`config.mk`:
```
export PLATFORM = sky130hd
export DESIGN_NAME = pwrseq_top
export DESIGN_NICKNAME = d
export VERILOG_FILES = /design/src/rtl/pwrseq_pkg.sv /design/src/rtl/pwrseq_unlock.sv /design/src/rtl/pwrseq_timer.sv /design/src/rtl/pwrseq_fsm.sv /design/src/rtl/pwrseq_top.sv
export SDC_FILE = /design/constraint.sdc
export NUM_CORES = 1
export LEC_CHECK = 0
export BUFFER_PORTS_ARGS = -buffer_cell sky130_fd_sc_hd__buf_2
export CORE_ASPECT_RATIO = 1.5
export CORE_MARGIN = 3
export CORE_UTILIZATION = 54
export CTS_CLUSTER_DIAMETER = 80
export CTS_CLUSTER_SIZE = 25
export DETAILED_ROUTE_END_ITERATION = 8
export PLACE_DENSITY = 0.86
export SYNTH_ARGS = -nofsm -noshare
export SYNTH_HDL_FRONTEND = slang
export SYNTH_SLANG_ARGS = --single-unit
export TNS_END_PERCENT = 100
```
`constraint.sdc`:
```
create_clock -name clk -period 2.94 [get_ports clk]
set_clock_uncertainty 0.15 [all_clocks]
set_input_delay 0.588 -clock clk [delete_from_list [all_inputs] [get_ports clk]]
set_output_delay 0.588 -clock clk [all_outputs]
set_load 0.005 [all_outputs]
```
`src/rtl/pwrseq_pkg.sv`:
```
package pwrseq_pkg;
  typedef enum logic [2:0] {
    S_IDLE, S_SEC, S_WPG, S_ISO, S_RST, S_SRAM, S_WACK, S_DONE
  } seq_state_t;

  localparam int B_RSTN = 0;
  localparam int B_ISO  = 1;
  localparam int B_PRI  = 2;
  localparam int B_SEC  = 3;
  localparam int B_CKD  = 4;
  localparam int BANKS  = 4;
endpackage

```
`src/rtl/pwrseq_unlock.sv`:
```
module pwrseq_unlock #(
  parameter logic [15:0] KEY = 16'hA5C3
) (
  input  logic        clk,
  input  logic        rst_n,
  input  logic        wr_en,
  input  logic [31:0] wr_data,
  input  logic        consume,
  output logic        armed
);
  logic key_ok;
  assign key_ok = wr_en && (wr_data[31:16] == KEY) && wr_data[0];

  always_ff @(posedge clk or negedge rst_n) begin
    if (!rst_n)       armed <= 1'b0;
    else if (key_ok)  armed <= 1'b1;
    else if (consume) armed <= 1'b0;
  end
endmodule

```
`src/rtl/pwrseq_timer.sv`:
```
module pwrseq_timer #(
  parameter int TW = 16
) (
  input  logic          clk,
  input  logic          rst_n,
  input  logic          waiting,
  input  logic [TW-1:0] limit,
  input  logic          clr,
  output logic          err
);
  logic [TW-1:0] cnt;
  logic          expired;

  assign expired = waiting && (limit != '0) && (cnt >= limit);

  always_ff @(posedge clk or negedge rst_n) begin
    if (!rst_n)             cnt <= '0;
    else if (!waiting)      cnt <= '0;
    else if (cnt != '1)     cnt <= cnt + 1'b1;
  end

  always_ff @(posedge clk or negedge rst_n) begin
    if (!rst_n)       err <= 1'b0;
    else if (clr)     err <= 1'b0;
    else if (expired) err <= 1'b1;
  end
endmodule

```
`src/rtl/pwrseq_fsm.sv`:
```
module pwrseq_fsm
  import pwrseq_pkg::*;
(
  input  logic       clk,
  input  logic       rst_n,
  input  logic       go_req,
  input  logic       pg_ok,
  input  logic       ack_ok,
  output logic       go,
  output logic       waiting,
  output logic [4:0] ctl,
  output logic [3:0] pdn,
  output logic       done
);
  seq_state_t st;

  assign go      = go_req && (st == S_IDLE || st == S_DONE);
  assign waiting = (st == S_WPG) || (st == S_WACK);

  always_ff @(posedge clk or negedge rst_n) begin
    if (!rst_n) begin
      st   <= S_IDLE;
      ctl  <= 5'b1_0010;
      pdn  <= '1;
      done <= 1'b0;
    end else begin
      unique case (st)
        S_IDLE, S_DONE: if (go) begin
          ctl[B_PRI] <= 1'b1;
          done       <= 1'b0;
          st         <= S_SEC;
        end
        S_SEC: begin
          ctl[B_SEC] <= 1'b1;
          st         <= S_WPG;
        end
        S_WPG: if (pg_ok) begin
          ctl[B_CKD] <= 1'b0;
          st         <= S_ISO;
        end
        S_ISO: begin
          ctl[B_ISO] <= 1'b0;
          st         <= S_RST;
        end
        S_RST: begin
          ctl[B_RSTN] <= 1'b1;
          st          <= S_SRAM;
        end
        S_SRAM: begin
          pdn <= '0;
          st  <= S_WACK;
        end
        S_WACK: if (ack_ok) begin
          done <= 1'b1;
          st   <= S_DONE;
        end
        default: st <= S_IDLE;
      endcase
    end
  end
endmodule

```
`src/rtl/pwrseq_top.sv`:
```
module pwrseq_top
  import pwrseq_pkg::*;
#(
  parameter logic [15:0] KEY   = 16'hA5C3,
  parameter int          ACK_W = 4,
  parameter int          TW    = 16
) (
  input  logic          clk,
  input  logic          rst_n,
  input  logic          cfg_wr_en,
  input  logic [31:0]   cfg_wr_data,
  input  logic          start,
  input  logic          pg_pri,
  input  logic          pg_sec,
  input  logic [3:0]    sram_ack,
  input  logic [TW-1:0] to_limit,
  output logic [15:0]   ctrl_word,
  output logic          done,
  output logic          err
);
  logic [BANKS-1:0] ack_mask;
  logic [BANKS-1:0] ack_view;
  logic       armed, go, waiting;
  logic [4:0] ctl;
  logic [3:0] pdn;

  generate
    if (ACK_W == 1) begin : g_one
      assign ack_mask = 4'b0001;
    end else begin : g_all
      assign ack_mask = 4'b1111;
    end
  endgenerate

  assign ack_view = sram_ack & ack_mask;

  pwrseq_unlock #(.KEY(KEY)) u_unlock (
    .clk(clk), .rst_n(rst_n), .wr_en(cfg_wr_en), .wr_data(cfg_wr_data),
    .consume(go), .armed(armed)
  );

  pwrseq_fsm u_fsm (
    .clk(clk), .rst_n(rst_n), .go_req(start && armed),
    .pg_ok(pg_pri && pg_sec), .ack_ok(ack_view == '0),
    .go(go), .waiting(waiting), .ctl(ctl), .pdn(pdn), .done(done)
  );

  pwrseq_timer #(.TW(TW)) u_timer (
    .clk(clk), .rst_n(rst_n), .waiting(waiting), .limit(to_limit),
    .clr(go), .err(err)
  );

  assign ctrl_word = {ack_view, pdn, 3'b000, ctl};
endmodule

```
==> flow_summary.json, run 1 <==
{
  "synth_enable_flop_cells": 0,
  "p_clk_frac": 0.253,
  "combPwrFrac": 0.359,
  "rrSetupSlack_ns": 0.83,
  "yosysWarnings": 0,
  "portBuffers": 57,
  "grt_use_total": 0.213,
  "rsz0062_at_grt": "no",
  "seqPwrFrac": 0.388,
  "vias_per_cell": 5.91,
  "cts_hold_buf": 0,
  "r2r_end": "u_timer.err$_DFFE_PN0P_",
  "die_w_um": 56.4,
  "drc_errors": 0,
  "postCtsResizedCells": 0,
  "synth_seq_cells": 28,
  "min_period_ns": 2.11,
  "dp_hpwl_um": 3600,
  "synth.most_common_cell": "dfrtp_1",
  "power_density_nw_per_um2": 506,
  "yosysUniqueCellTypes": 47,
  "cts_setup_buffers": 0,
  "route.met3.wl_um": 284,
  "htree_levels": 1,
  "drtIter0Drc": 46,
  "final-instance-count-excl-fill": 321,
  "slew_headroom": 0.542,
  "die_area_um2": 4600,
  "routed.top_layer": "met4",
  "internal_power_uw": 816,
  "place_inst": 317,
  "status": "complete, no violations",
  "clock-root-buffer": "clkbuf_8",
  "synth_top_area_frac": 0.304,
  "worstSetupStartpoint": "u_timer.cnt[15]$_DFFE_PN0P_",
  "synth_common_cells": "dfrtp_1 (25), a21oi_1 (22), ha_1 (21), inv_1 (21), nand2_1 (20)",
  "cts_num_sinks": 28,
  "tritoncts": "built",
  "drive_gt1_frac": 0.262,
  "cts.clk_slew.worst_paths_ns": 0.10,
  "hold_viol_final": 0,
  "die_y_um": 81.6,
  "place_congestion": 0.944,
  "antenna_found_initial": 0,
  "worst_pin_slew_ns": 0.684,
  "cp-endpoint": "u_timer.err$_DFFE_PN0P_",
  "dr_wl_met2_um": 2340,
  "firstDrtPassIters": 4,
  "p_leak_uw": 0.00116,
  "crit_required_ns": 3.00,
  "path_max_fanout": 5,
  "route.antenna.remaining_nets": 0,
  "startpoint_type": "flip-flop",
  "cp-end-kind": "flip-flop",
  "switchingPower_uw": 391,
  "yosysTopAreaCell": "dfrtp_1",
  "hp-class": "input pin to asynchronous set/reset pin",
  "setup_viol": 0,
  "yosys-top-cells-area": "dfrtp_1 (30%), ha_1 (13%), a21oi_1 (5.3%)",
  "syn_avg_cell_area_um2": 8.99,
  "fmax_mhz": 475,
  "diodes": 0,
  "setup-tns-final_ns": 0,
  "clk_path_buf_depth": 2,
  "clk_latency_ns": 0.28,
  "numCtsBuffers": 3,
  "wl_per_cell_um": 14.3,
  "drt-total-wl_um": 4600,
  "seq_area_frac_synth": 0.342,
  "syn_area_um2": 2060,
  "synth_flop_cell": "dfrtp_1",
  "report.final.slew_viol_count": 0,
  "grt_pass1_wl_um": 7850,
  "regToRegStartpoint": "u_timer.cnt[15]$_DFFE_PN0P_",
  "area_growth_syn_to_layout_pct": 15.8,
  "worstPathArrival_ns": 2.16,
  "via_count": 1897,
  "nFillCells": 287,
  "drv_cap": 0,
  "start_util": 0.580,
  "rows": 26,
  "wl_met1_um": 1820,
  "grt_overflow": 0,
  "synthArstFlopShare": 1.00,
  "worstSetupPathType": "flip-flop to flip-flop",
  "r2r_cells": 5,
  "grt_max_degree": 29,
  "grt_pass1_vias": 1902,
  "syn_inst": 229,
  "switching_share": 0.324,
  "core_um2": 3550,
  "ioPinCount": 76,
  "finalNetCount": 359,
  "final.period_utilization": 0.717,
  "max-vdd-ir-drop_uv": 487
}
## placed cells by master, fill, tap and decap left out, types with 6 or more instances in the layout
cell type and count:
a21oi_1 22, nor3_1 6, ha_1 21, nand3_1 8
inv_1 21, nand2b_1 10, nand2_1 20, o21ai_0 7
dfrtp_1 25, mux2i_1 8, buf_2 57, nor4_1 8
nand4_1 9
## critical path: stages, from the launching register on
cell and delay (ns):
dfrtp_1 0.46, ha_1 0.33, nand4_1 0.14, or3_1 0.39, or4_1 0.40, a31oi_1 0.17
## logic make-up after synthesis
kind of cell,synth area share
flops,0.342
mux,0.0517
simple gates,0.243
buf+inv,0.0918
compound gates,0.142
other cells,0.00182
fa+ha+maj,0.128
## power by group through the flow
stage / registers [uW] / clock network [uW] / logic (uW)
finish: 468 / 306 / 433
detailed placement: 475 / 0 / 435
global route: 473 / 325 / 490
CTS: 467 / 309 / 436
floorplan: 465 / 0 / 310
global placement: 471 / 0 / 418
## per-layer routing
metal,up-vias,track usage
met2,79,0.412
met3,13,0.0204
li1,924,-
met5,-,0
met1,881,0.230
met4,0,0.102
## layout make-up
type	count	area, um2	area share
multi-input combinational	166	1170	0.492
sequential	28	704	0.296
timing repair buffer	59	300	0.126
inverter	22	82.6	0.0346
tap	42	52.6	0.0220
clock buffer	3	41.3	0.0173
clock inverter	1	30.0	0.0126
## registers in the layout, summed over array words and instances (netlist names)
register / count
u_timer.err: 1
u_fsm.pdn: 1
u_unlock.armed: 1
u_fsm.st: 3
u_fsm.ctl: 5
u_fsm.done: 1
u_timer.cnt: 16
## through the flow
step                      instance area, um2  power, uW   util  setup slack (ns)  hold slack (ns)
after global routing                    2380       1290  0.672             0.696            0.226
after global placement                  2310        888  0.652             0.618            0.289
after floorplan                         2070        775      -             0.801            0.142
final                                   2380       1210  0.672             0.833            0.159
after detailed placement                2310        910  0.652             0.591            0.301
after CTS                               2380       1210  0.672             0.827            0.186
## worst min-delay path by stage
stage / endpoint / slack (ns) / from / depth (start not counted)
floorplan: u_fsm.ctl[0]$_DFFE_PN0P_ / 0.14 / rst_n / 0
global placement: u_fsm.ctl[3]$_DFFE_PN0P_ / 0.29 / u_fsm.ctl[3]$_DFFE_PN0P_ / 1
detailed placement: u_fsm.ctl[2]$_DFFE_PN0P_ / 0.30 / u_fsm.ctl[2]$_DFFE_PN0P_ / 1
CTS: u_timer.err$_DFFE_PN0P_ / 0.19 / rst_n / 1
global route: u_timer.cnt[14]$_DFFE_PN0P_ / 0.23 / rst_n / 1
finish: u_timer.err$_DFFE_PN0P_ / 0.16 / rst_n / 1
(Power assumes the default switching activity.)
==> run 2, diff against run 1 <==
- CORE_UTILIZATION: 54 -> 45
- PLACE_DENSITY: 0.86 -> 0.77
- clock period: 2.94 -> 1.9 ns (I/O delays scaled with it)
==> run 2 against run 1 <==
Effect of this change: the run now ends with negative setup slack left; setup slack lost 0.95 ns; register-to-register slack lost 0.95 ns; non-clock buffer count grew 33; fmax grew 4.3%; worst hold slack gained 0.028 ns; sequential share of layout area shrank 3.4 points; routed wire length grew 10%; critical endpoint unchanged; highest routed layer unchanged.
==> flow_summary.json, run 2 (same netlist as run 1, synthesis figures left out) <==
{
  "status": "finished with violations",
  "violations": "negative setup slack",
  "r2r_end": "u_timer.err$_DFFE_PN0P_",
  "die_area_um2": 5440,
  "grt_use_total": 0.201,
  "route.antenna.remaining_nets": 0,
  "start_util": 0.477,
  "grt_overflow": 0,
  "wl_per_cell_um": 14.1,
  "whs_ns": 0.187,
  "hold-path-cell-count": 3,
  "die_y_um": 88.8,
  "vias_per_cell": 5.62,
  "grt_pass1_vias": 2074,
  "drive_gt1_frac": 0.365,
  "startpoint_type": "flip-flop",
  "placed_cell_area_um2": 2560,
  "fmax_mhz": 495,
  "crit_required_ns": 1.96,
  "finalNetCount": 392,
  "holdPathEnd": "u_unlock.armed$_DFFE_PN0P_",
  "cp-end-kind": "flip-flop",
  "tritoncts": "built",
  "area_growth_syn_to_layout_pct": 31.0,
  "rrSetupSlack_ns": -0.12,
  "final_cell_mix": "buf_2 (57), buf_4 (33), dfrtp_1 (25), a21oi_1 (22), nand2_1 (20)",
  "r2r_cells": 5,
  "cts_num_sinks": 28,
  "ioPinCount": 76,
  "dp_hpwl_um": 4060,
  "drc_errors": 0,
  "grt_pass1_wl_um": 8380,
  "numCtsBuffers": 3,
  "cts.clk_slew.worst_paths_ns": 0.11,
  "htree_levels": 1,
  "min_period_ns": 2.02,
  "firstDrtPassIters": 4,
  "fin_ws_ns": -0.121,
  "core_um2": 4320,
  "power_uw": 2090,
  "antenna_found_initial": 0,
  "critical_path.top_delay_family": "simple AND/OR/NAND/NOR gates",
  "largest_reg_flops": 16,
  "final-instance-count-excl-fill": 358,
  "grt_max_degree": 29,
  "via_count": 2013,
  "regToRegStartpoint": "u_timer.cnt[15]$_DFFE_PN0P_",
  "worstSetupStartpoint": "u_timer.cnt[15]$_DFFE_PN0P_",
  "cpMaxStageDelayCell": "dfrtp_1",
  "rsz0062_at_grt": "yes",
  "worstSetupPathType": "flip-flop to flip-flop",
  "p_leak_uw": 0.00133,
  "place_ws_ns": -0.241,
  "drtIter0Drc": 39,
  "design_area_um2": 2700,
  "place_inst": 351,
  "setup_viol": 2,
  "path_max_fanout": 2,
  "drt-total-wl_um": 5060,
  "hold_viol_final": 0,
  "die_w_um": 61.2,
  "hp-class": "input pin to flip-flop",
  "report.final.slew_viol_count": 0,
  "cp_slowest_stage_delay_ns": 0.43,
  "path_buf_inv": 0,
  "diodes": 0,
  "top_register": "u_timer.cnt",
  "power_density_nw_per_um2": 775,
  "path_cells": "ha_4 -> nand4_1 -> or3_1 -> or4_4 -> a31oi_1",
  "final_common_cell": "buf_2",
  "drv_cap": 0,
  "rows": 29,
  "worst_pin_slew_ns": 0.618,
  "final.period_utilization": 1.06,
  "place_congestion": 0.921,
  "largestRegisters": "u_timer.cnt (16), u_fsm.ctl (5), u_fsm.st (3)",
  "slew_headroom": 0.588,
  "portBuffers": 57,
  "clock-root-buffer": "clkbuf_8",
  "hp-start": "cfg_wr_data[16]",
  "max-vdd-ir-drop_uv": 668,
  "clk_latency_ns": 0.28,
  "worstPathArrival_ns": 2.08,
  "clk_path_buf_depth": 2
}
[run 2: cell type report]
cell class                      instances  area [um2]
Fill cell                             368        1620
Multi-Input combinational cell        166        1220
Sequential cell                        28         704
Timing Repair Buffer                   92         554
Inverter                               22        86.3
Tap cell                               46        57.6
Clock buffer                            3        41.3
Clock inverter                          1        30.0
[run 2: worst min-delay path: stages]
cell and delay (ns):
buf_2 0.10, nand4_1 0.05, nand2_1 0.05
[run 2: layer usage]
metal | up-vias | GRT usage | share of wire
met5 | - | 0 | 0
met4 | 0 | 0.0868 | 0.022
met3 | 10 | 0.0131 | 0.049
met2 | 66 | 0.385 | 0.55
met1 | 948 | 0.213 | 0.38
li1 | 989 | - | -
[run 2: how the worst max path moves through the flow]
stage | endpoint | cells past startpoint
after floorplan | u_timer.err$_DFFE_PN0P_ | 5
after global placement | u_timer.err$_DFFE_PN0P_ | 7
after detailed placement | u_timer.err$_DFFE_PN0P_ | 7
after CTS | u_timer.err$_DFFE_PN0P_ | 5
after global routing | u_timer.err$_DFFE_PN0P_ | 5
final | u_timer.err$_DFFE_PN0P_ | 5
[run 2: through the flow]
stage / utilization / setup TNS, ns
after global placement: 0.592 / -0.208
final: 0.624 / -0.168
after global routing: 0.624 / -0.391
after floorplan: - / 0
after CTS: 0.618 / -0.165
after detailed placement: 0.592 / -0.273
[run 2: what timing repair did]
item                       in CTS  in global routing
hold endpoints to repair       25                  0
cloned                          0                  0
hold buffers                    1                  0
pin swaps                       1                  2
gates resized for setup         5                  5
setup endpoints to repair       3                  6
setup buffers                   1                  1
[run 2: where the power goes]
| part | switching, uW | leakage [uW] | internal, uW | total (uW) |
|---|---|---|---|---|
| Clock | 197 | 0.0000357 | 282 | 479 |
| Combinational | 428 | 0.000934 | 466 | 894 |
| Sequential | 55.5 | 0.000358 | 661 | 717 |
==> run 3, diff against run 2 <==
- ABC_AREA: not set -> 1
==> run 3 against run 2 <==
Effect of this change: the flow now finishes without violations; routed wire length down 13%; sequential power up 2%; non-clock buffer count down 30; fmax up 20%; register-to-register slack better by 0.34 ns; clock power down 30%; design area down 10%; worst hold slack worse by 0.083 ns; critical endpoint unchanged.
==> flow_summary.json, run 3 <==
{
  "rrSetupSlack_ns": 0.22,
  "final-seq-area_um2": 704,
  "rows": 29,
  "grt_pass1_wl_um": 7440,
  "synthAdderAreaFrac": 0.127,
  "hold_viol_final": 0,
  "power_density_nw_per_um2": 693,
  "htree_levels": 1,
  "numCtsBuffers": 3,
  "holdPathEnd": "u_fsm.ctl[4]$_DFFE_PN1P_",
  "seq_area_frac_synth": 0.340,
  "yosysUniqueCellTypes": 34,
  "core_um2": 4320,
  "report.final.slew_viol_count": 0,
  "synthMuxAreaShare": 0,
  "die_area_um2": 5470,
  "syn_inst": 272,
  "syn_area_um2": 2070,
  "drv_cap": 0,
  "drtIter0Drc": 54,
  "via_count": 1896,
  "combPwrFrac": 0.363,
  "crit_required_ns": 1.96,
  "synth_top_family_by_area": "simple AND/OR/NAND/NOR gates",
  "worst_pin_slew_ns": 0.639,
  "grt_use_total": 0.178,
  "grt_max_degree": 29,
  "status": "complete, no violations",
  "grt_overflow": 0,
  "cts_num_sinks": 28,
  "synth_common_cells": "nand2_1 (53), inv_1 (45), dfrtp_1 (25)",
  "clk_latency_ns": 0.28,
  "slew_headroom": 0.574,
  "vias_per_cell": 5.07,
  "synthArstFlopShare": 1.00,
  "clock-root-buffer": "clkbuf_8",
  "route.antenna.remaining_nets": 0,
  "antenna_found_initial": 0,
  "die_y_um": 89.1,
  "final.period_utilization": 0.883,
  "place_ws_ns": 0.156,
  "tritoncts": "built",
  "worstPathArrival_ns": 1.74,
  "synth_top_area_frac": 0.302,
  "final_cell_mix": "buf_2 (57), nand2_1 (53), inv_1 (45), dfrtp_1 (25), nor2_1 (22)",
  "largest_reg_flops": 16,
  "startpoint_type": "flip-flop",
  "p_clk_frac": 0.199,
  "synth_flop_cell": "dfrtp_1",
  "final_util": 0.560,
  "switching_share": 0.360,
  "firstDrtPassIters": 4,
  "hold-path-cell-count": 2,
  "finalNetCount": 408,
  "rsz0062_at_grt": "no",
  "synth_seq_cells": 28,
  "synth-compound-area-share": 0.101,
  "synth_enable_flop_cells": 0,
  "cp-end-kind": "flip-flop",
  "start_util": 0.479,
  "synth_xor_area_frac": 0.0169,
  "die_w_um": 61.4,
  "synth-simple-area-share": 0.284,
  "diodes": 0,
  "fin_ws_ns": 0.223,
  "fmax_mhz": 596,
  "place_congestion": 0.819,
  "hp-start": "pg_sec",
  "final_common_cell": "buf_2",
  "r2r_cells": 11,
  "yosysTopAreaCell": "dfrtp_1",
  "grt_pass1_vias": 1889,
  "yosys-top-cells-area": "dfrtp_1 (30%), ha_1 (13%), nand2_1 (9.6%)",
  "worstSetupPathType": "flip-flop to flip-flop",
  "wl_per_cell_um": 11.7,
  "path_max_fanout": 7,
  "drive_gt1_frac": 0.256,
  "syn_avg_cell_area_um2": 7.61,
  "dp_hpwl_um": 3620,
  "portBuffers": 57,
  "switchingPower_uw": 602,
  "setup_viol": 0,
  "internal_power_uw": 1070,
  "max-vdd-ir-drop_uv": 544,
  "largestRegisters": "u_timer.cnt (16), u_fsm.ctl (5), u_fsm.st (3)",
  "power_uw": 1680,
  "drc_errors": 0,
  "clk_path_buf_depth": 2,
  "place_inst": 369,
  "cts.clk_slew.worst_paths_ns": 0.10,
  "drt-total-wl_um": 4380,
  "r2r_end": "u_timer.err$_DFFE_PN0P_",
  "seqPwrFrac": 0.438,
  "setup-tns-final_ns": 0,
  "area_growth_syn_to_layout_pct": 16.9,
  "yosysWarnings": 0,
  "p_leak_uw": 0.00137,
  "top_register": "u_timer.cnt",
  "min_period_ns": 1.68,
  "final-instance-count-excl-fill": 374,
  "regToRegStartpoint": "u_timer.cnt[3]$_DFFE_PN0P_",
  "multiInputGateArea_um2": 1110,
  "synth.most_common_cell": "nand2_1",
  "hp-class": "input pin to flip-flop",
  "nFillCells": 434,
  "ioPinCount": 76
}
-- run 3: metal layers --
| layer | track usage | up-vias | part of all wire |
|---|---|---|---|
| met5 | 0 | - | 0 |
| met4 | 0.0714 | 0 | 0.024 |
| met3 | 0.0217 | 9 | 0.046 |
| met2 | 0.349 | 54 | 0.53 |
| met1 | 0.182 | 854 | 0.40 |
| li1 | - | 979 | - |
-- run 3: kinds of logic after synthesis --
| group | after synthesis |
|---|---|
| buf+inv | 59 |
| xor+xnor | 4 |
| fa+ha+maj | 21 |
| other cells | 1 |
| flops | 28 |
| compound gates | 36 |
| simple gates | 123 |
-- run 3: worst max-delay path by stage --
stage,from,endpoint,slack [ns]
after floorplan,u_fsm.st[0]$_DFFE_PN0P_,u_fsm.st[0]$_DFFE_PN0P_,0.34
after global placement,to_limit[3],u_timer.err$_DFFE_PN0P_,0.21
after detailed placement,u_fsm.st[0]$_DFFE_PN0P_,u_fsm.st[0]$_DFFE_PN0P_,0.16
after CTS,u_fsm.st[0]$_DFFE_PN0P_,u_fsm.st[0]$_DFFE_PN0P_,0.15
after global routing,u_timer.cnt[3]$_DFFE_PN0P_,u_timer.err$_DFFE_PN0P_,0.06
final,u_timer.cnt[3]$_DFFE_PN0P_,u_timer.err$_DFFE_PN0P_,0.22
-- run 3: area by class of cell --
type / instances / share of cell area
Tap cell: 46 / 0.0238
Multi-Input combinational cell: 187 / 0.459
Timing Repair Buffer: 62 / 0.135
Clock buffer: 4 / 0.0186
Sequential cell: 28 / 0.291
Inverter: 47 / 0.0729
-- run 3: per-stage QoR --
step | hold slack, ns | area (um2)
floorplan | -0.0656 | 2080
global placement | 0.281 | 2360
detailed placement | 0.278 | 2360
CTS | 0.0947 | 2410
global route | 0.0977 | 2420
finish | 0.104 | 2420
-- run 3: repair_timing --
action | in CTS | in global routing
gates resized for setup | 0 | 1
hold buffers | 1 | 0
endpoints found under the setup margin | 0 | 2
buffers inserted | 0 | 0
hold endpoints to repair | 25 | 0
-- run 3: critical path: stages (launching register included) --
cell     delay (ns)
dfrtp_1        0.48
ha_1           0.34
nand2_1        0.07
nor2_1         0.09
nor2_1         0.04
nand2_1        0.05
nand2_1        0.05
nand2_1        0.05
nand2_1        0.04
nand2_1        0.05
nand2_1        0.06
a21oi_1        0.13
-- run 3: power by group through the flow --
stage / combinational [uW] / clock, uW / sequential (uW)
floorplan: 389 / 0 / 735
global placement: 584 / 0 / 743
detailed placement: 605 / 0 / 745
CTS: 609 / 346 / 734
global route: 710 / 378 / 742
finish: 609 / 333 / 733
